$ cat src/rtl/wbc_addr_fifo.sv
module wbc_addr_fifo #(
   parameter int unsigned W     = 8,
   parameter int unsigned DEPTH = 8
) (
   input  logic         clk,
   input  logic         rst_n,
   input  logic         push,
   input  logic [W-1:0] din,
   input  logic         pop,
   output logic [W-1:0] dout,
   output logic         empty,
   output logic         full
);
   localparam int unsigned PW = $clog2(DEPTH);

   if (DEPTH < 2 || (DEPTH & (DEPTH - 1)) != 0) begin : g_bad_depth
      $error("wbc_addr_fifo: DEPTH must be a power of two, at least 2");
   end

   logic [W-1:0]  mem [DEPTH];
   logic [PW-1:0] rd_ptr, wr_ptr;
   logic [PW:0]   count;
   logic          do_push, do_pop;

   // A push and a pop on an empty queue pass straight through
   assign do_pop  = pop && !empty;
   assign do_push = push && !(pop && empty) && (!full || pop);
   assign empty   = (count == '0);
   assign full    = (count == (PW+1)'(DEPTH));
   assign dout    = mem[rd_ptr];

   always_ff @(posedge clk or negedge rst_n) begin
      if (!rst_n) begin
         rd_ptr <= '0;
         wr_ptr <= '0;
         count  <= '0;
         mem    <= '{default: '0};
      end else begin
         if (do_push) begin
            mem[wr_ptr] <= din;
            wr_ptr      <= wr_ptr + PW'(1);
         end
         if (do_pop) rd_ptr <= rd_ptr + PW'(1);
         case ({do_push, do_pop})
            2'b10:   count <= count + (PW+1)'(1);
            2'b01:   count <= count - (PW+1)'(1);
            default: count <= count;
         endcase
      end
   end
endmodule

$ cat config.mk
export PLATFORM = sky130hd
export DESIGN_NAME = wbc_addr_fifo
export DESIGN_NICKNAME = d
export VERILOG_FILES = /design/src/rtl/wbc_addr_fifo.sv
export SDC_FILE = /design/constraint.sdc
export NUM_CORES = 1
export LEC_CHECK = 0
export ABC_AREA = 0
export BUFFER_PORTS_ARGS = -buffer_cell sky130_fd_sc_hd__buf_2
export CAP_MARGIN = 20
export CORE_MARGIN = 2
export CORE_UTILIZATION = 35
export DETAILED_ROUTE_END_ITERATION = 10
export HOLD_SLACK_MARGIN = 0.12
export PLACE_DENSITY = 0.51
export SETUP_SLACK_MARGIN = 0.2
export SLEW_MARGIN = 20
export SYNTH_ARGS = -nofsm -noshare
export SYNTH_HDL_FRONTEND = slang
export SYNTH_SLANG_ARGS = --single-unit
$ cat constraint.sdc
create_clock -name clk -period 4.5 [get_ports clk]
set_clock_uncertainty 0.1 [all_clocks]
set_input_delay 0.45 -clock clk [delete_from_list [all_inputs] [get_ports clk]]
set_output_delay 0.45 -clock clk [all_outputs]
set_load 0.02 [all_outputs]
==> Yosys cells after proc, flatten, opt, wreduce, memory -nomap -nowiden <==
Index checks and enable logic that the tools add are counted.
{ "totals": {"regBits": 74, "input_bits": 12} }
{ "classes": {"addsub": 4, "eq_ne": 3, "n_lt_le_gt_ge": 3, "mux": 7, "n_reduce_logical": 11, "bitwise": 2} }
{ "op_table": {"columns": ["cell", "n"], "rows": [
  ["bitwise mux 64 bit", 1],
  ["binary-select mux 8 bit (select 3 bit)", 1],
  ["demux 8 bit (select 3 bit)", 1],
  ["2-to-1 mux 8 bit", 3],
  [">= comparator 4 bit (second input constant)", 2],
  ["NOT 3 -> 4 bit", 2],
  ["one-hot mux 4 bit (2 select lines)", 1],
  ["adder 3 x 1 -> 3 bit (second input constant)", 2],
  ["logical AND 1 bit", 5],
  ["adder 4 x 1 -> 4 bit (second input constant)", 1],
  ["== test 4 bit (second input constant)", 1],
  ["logical NOT 4 bit", 1],
  ["< comparator 4 x 1 -> 1 bit (second input constant)", 1],
  ["subtractor 4 x 1 -> 4 bit (second input constant)", 1],
  ["logical NOT 1 bit", 3],
  ["== test 2 x 1 -> 1 bit (second input constant)", 1],
  ["== test 2 bit (second input constant)", 1],
  ["nonzero test 2 bit", 1],
  ["logical OR 1 bit", 1]
]} }

==> Logic depth before layout (Yosys ltp) <==
{ "logic_depth": {"word_depth": 7, "depth_mapped": 11, "depth_no_buf": 10} }

==> Worst setup path before layout <==
OpenSTA, ideal clock, no wires.
{ "synth_path": {"path_kind": "register to register", "startpoint": "reg count[3]", "endpoint": "reg count[2]", "path_buffers": 0, "setup_time_ns": 0.125, "path_stages_with_launch": 10, "setup_slack_ns": 1.699, "synth_period_minus_slack_ns": 2.801, "arrival_time_ns": 2.576, "path_cell_list": "dfrtp_1 > nor4_1 > nor2b_1 > ha_1 > xor2_1 > ha_1 > a21oi_1 > xor2_1 > nor2_1 > xor2_1"} }
{ "synth_via": {"elab_cells_between_ends": 14, "cone_classes": "3 x eq/ne; 1 x mux; 10 x reduce/logical"} }
{ "synth_lines": {"columns": ["element", "line", "rtl"], "rows": [
  ["start, declared", "22", "logic [PW:0] count;"],
  ["start signal, assigned", "45", "2'b10: count <= count + (PW+1)'(1);"],
  ["start signal, assigned", "46", "2'b01: count <= count - (PW+1)'(1);"],
  ["start signal, assigned", "47", "default: count <= count;"],
  ["logical NOT 4 bit (*)", "28", "assign empty = (count == '0);"],
  ["net empty", "11", "output logic empty,"],
  ["logical NOT 1 bit (*)", "26", "assign do_pop = pop && !empty;"],
  ["logical AND 1 bit (*)", "26", null],
  ["net do_pop", "23", "logic do_push, do_pop;"],
  ["== test 2 x 1 -> 1 bit / == test 2 bit (equally long branches)", "44", "case ({do_push, do_pop})"],
  ["one-hot mux 4 bit (2 select lines) / nonzero test 2 bit (equally long branches)", null, null]
]} }
The timed path passes the listed nets; every way through them passes the cells marked *.
A chain may end at the register's enable or synchronous reset.

==> Worst setup path after layout <==
{ "layout_path": {"startpoint": "reg rd_ptr[0]", "endpoint": "out dout[6]"} }
{ "layout_via": {"elab_chain_cells": 4} }
{ "layout_rtl": {"columns": ["element", "line", "rtl"], "rows": [
  ["start, declared", "21", "logic [PW-1:0] rd_ptr, wr_ptr;"],
  ["start signal, assigned", "43", "if (do_pop) rd_ptr <= rd_ptr + PW'(1);"],
  ["NOT 3 -> 4 bit (implied by the code)", "30", "assign dout = mem[rd_ptr];"],
  ["binary-select mux 8 bit (select 3 bit)", "30", null],
  ["2-to-1 mux 8 bit (implied by the code) (2 in series)", "30", null],
  ["end, declared", "10", "output logic [W-1:0] dout,"]
]} }
Every way passes these cells. The select of a mux whose other input is x is not followed.

==> results list <==
- RePlAce Congestion: about 0.66
- Setup repair after global routing missed its margin: false
- For this run, the total global-route usage over all layers was measured as 0.138.
- The longest clock path from root to sink contains 2 buffers.
- Fraction of layout cells with a size suffix above 1: 0.518
- Top cells by area, synth: sky130_fd_sc_hd__dfrtp_1 (53%), sky130_fd_sc_hd__mux2_2 (19%), sky130_fd_sc_hd__mux4_2 (10%), sky130_fd_sc_hd__mux2_4 (6.9%), sky130_fd_sc_hd__ha_1 (1.8%)
- For this run, the register share of the synthesized area comes to 0.529.
- In this run the vertical extent of the chip is 104 um.
- Clock sink total: 74
- In the layout the commonest cells are sky130_fd_sc_hd__dfrtp_1 (74), sky130_fd_sc_hd__mux2_2 (58), sky130_fd_sc_hd__buf_2 (20).
* Fin crit period: 2.89 ns
* Mean instance size in the synthesized netlist: 16.0 um2
- For this design the ratio of total power to cell area is 792 nW/um2.
- Max transition margin: 0.368
- Counting every instance in the synthesized netlist gives 219.
- Clock transition at path regs: 0.08 ns
* Worst Reg-to-Reg Cells: 10
* Final #Nets: 258
* Final worst path period share: 0.641
- The repair_antennas step left the layout with diodes totalling 0.
- Setup violations remaining at the end of the flow were counted as 0.
- The number of global-route vias before repair was roughly 2000.
* Mapped Area: 3500 um2
- First-pass GRT wire length: 11300 um
- Leakage component of the power: 1.75 nW
* Post-detail-place hpwl: approximately 4100 um
* Worst min-delay path category: in2async
* Sum Neg Setup Slack: 0 ns
- Initial DRC Count: 42
- The synthesized design spends more area on one cell type than any other, namely sky130_fd_sc_hd__dfrtp_1.
- During placement, the flow inserted port buffers numbering 21.
- Number of buffers created by CTS: 9
* Area used by multi-input combinational logic: 1580 um2
- Leaving out fill and tap cells, the most frequent cell in the layout is sky130_fd_sc_hd__dfrtp_1.
- Number of iterations in the first detailed-routing pass: 4
- # Post-CTS Setup Buffers: 0
* Crit path max-delay family: multiplexers
- At the end of the flow the core is filled with cells to 0.406.
* Buffering stage count on the worst path with inverters included: 2
- Kind of end point of the critical path: output port
- Area share of the leading cell type in the synthesized netlist: 0.529
- IR analysis of the VDD net gives a maximum drop of 240 uV.
- The largest individual stage delay along the critical path comes from the cell sky130_fd_sc_hd__dfrtp_1.
- For the worst setup path, the data arrival time is 2.34 ns.
- Clock tree from TritonCTS: built
- Across the run, the number of max-cap violations was 0.
* DRC violations left: 0
- Uppermost layer routed: met4
* Post-synth ARST share: 1.00
* Drt total wl: 6800 um
- For this design, the CTS-stage hold fixing added 0 buffers.
- In this run the remaining antenna-violating nets after routing total 0.
- After detailed routing, the average wire length per cell comes to 18.0 um.
* Effective utilization at floorplan: 0.360
* Via count: ~1900
- Sum of routed wire segments on met1: 3360 um
* Top-level port count: 22
- Stages on the worst setup path: 4
- Clk Latency, worst-skew pair: 0.34 ns
- The synthesized netlist contains 28 unique library cells.
- Timing would allow up to 0.346 GHz.
- Resized Gates After CTS: 0
- Core outline area: 9730 um2
* Startpoint Class: register
- In the final layout, flip-flops and latches occupy ~1900 um2.
- Num rows: 36
- The most used flip-flop cell after synthesis is sky130_fd_sc_hd__dfrtp_1.
* Number of fillers in the final layout: 959
- Total instance count after detailed placement: about 360
- From synthesis to final layout, the design area changed by 13.0%.
- Setup slack on the critical path of the routed design comes to 1.61 ns.
* Net count of the mapped netlist: 236
* Largest net degree at the start of global routing: 75
* Detailed route wirelength on metal3: approximately 230 um
- The H-tree generated during clock tree synthesis spans 3 levels.
- In this run, synthesis produced a sequential element count of 74.
* Average vias per placed instance: 4.94
- CTS placed an instance of sky130_fd_sc_hd__clkbuf_8 at the clock tree root.
- The number of failing hold endpoints at the final stage is 0.
* Maximum net fanout on the critical path: 10
* Outcome: completed
- For this run, the slowest stage of the critical path takes 0.68 ns.
- OpenSTA, run right after detailed placement, puts the worst setup slack at 1.87 ns.
- The die is between 100 and 150 um wide.
- In this run, synthesis inferred 0 flip-flops with an integrated enable.
- In the detailed route, the total length drawn on met2 is 3110 um.
* Slew @ Worst Pin: 0.948 ns
* Post-layout instance count excluding filler cells: 378
- Count of yosys warnings during synthesis: 0
- Walking the worst path, the cells encountered are buf_4, mux4_2, mux2_2, buf_2.
* Overall die area: 10800 um2
- The final number of max-transition violations is 0.
- Data on the critical path is required at its endpoint by between 3 and 4 ns.
- Number of antenna violations at the first check in global routing: 0
- Global routing finished with a remaining overflow of 0.
- Class of the most critical setup path: reg2out
metrics by stage:
step / area [um2] / power [mW] / hold WS [ns]
finish: 3950 / 3.13 / 0.145
CTS: 3950 / 3.18 / 0.184
global route: 3950 / 3.35 / 0.210
global placement: 3720 / 2.54 / 0.383
detailed placement: 3720 / 2.56 / 0.390
floorplan: 3500 / 2.25 / 0.0544
synthesized netlist by cell type, drive strengths merged (2+ instances only):
cell,instances
a21oi,2
buf,6
clkbuf,5
dfrtp,74
ha,5
inv,2
mux2,74
mux4,16
nand2,5
nand3b,2
nand4b,3
nor2,3
nor4bb,2
or4b,2
xnor2,5
xor2,5
layer usage:
| layer | GRT usage | vias up |
|---|---|---|
| met5 | 0 | - |
| met4 | 0.0434 | 0 |
| met3 | 0.0420 | 10 |
| met2 | 0.204 | 26 |
| met1 | 0.195 | 972 |
| li1 | - | 858 |
power breakdown:
part | internal (mW) | leakage [nW] | switching (mW) | total (mW)
Clock | 0.366 | 0.116 | 0.242 | 0.608
Combinational | 0.776 | 0.742 | 0.464 | 1.24
Sequential | 1.00 | 0.887 | 0.280 | 1.28
Total | 2.14 | 1.75 | 0.986 | 3.13
cell type report:
class	instances	share of cell area
tap	133	0.0421
inverter	2	0.00253
timing repair buffer	22	0.0291
clock buffer	10	0.0323
multi-input combinational	132	0.399
sequential	74	0.469
clock inverter	5	0.0263
final timing paths:
path | start | end | slack [ns]
min in group clk | din[3] | mem[27]$_DFFE_PN0P_ | 0.35
max | rd_ptr[0]$_DFFE_PN0P_ | dout[6] | 1.61
max reg2reg | count[1]$_DFFE_PN0P_ | count[2]$_DFFE_PN0P_ | 1.92
min | rst_n | mem[29]$_DFFE_PN0P_ | 0.14
max in group asynchronous | rst_n | count[2]$_DFFE_PN0P_ | 3.54
min reg2reg | mem[38]$_DFFE_PN0P_ | mem[38]$_DFFE_PN0P_ | 0.40
state kept, by name, summed over array words and instances (netlist names):
name / cells
count: 4
rd_ptr: 3
mem: 64
wr_ptr: 3
cell families after synthesis:
family,count (synthesis),synth area share
compound gates,4,0.00644
buf+inv,13,0.0197
flops,74,0.529
simple gates,22,0.0404
mux,91,0.361
fa+ha+maj,5,0.0179
xor+xnor,10,0.0250
Note: power is estimated with default switching activity, not from simulation.
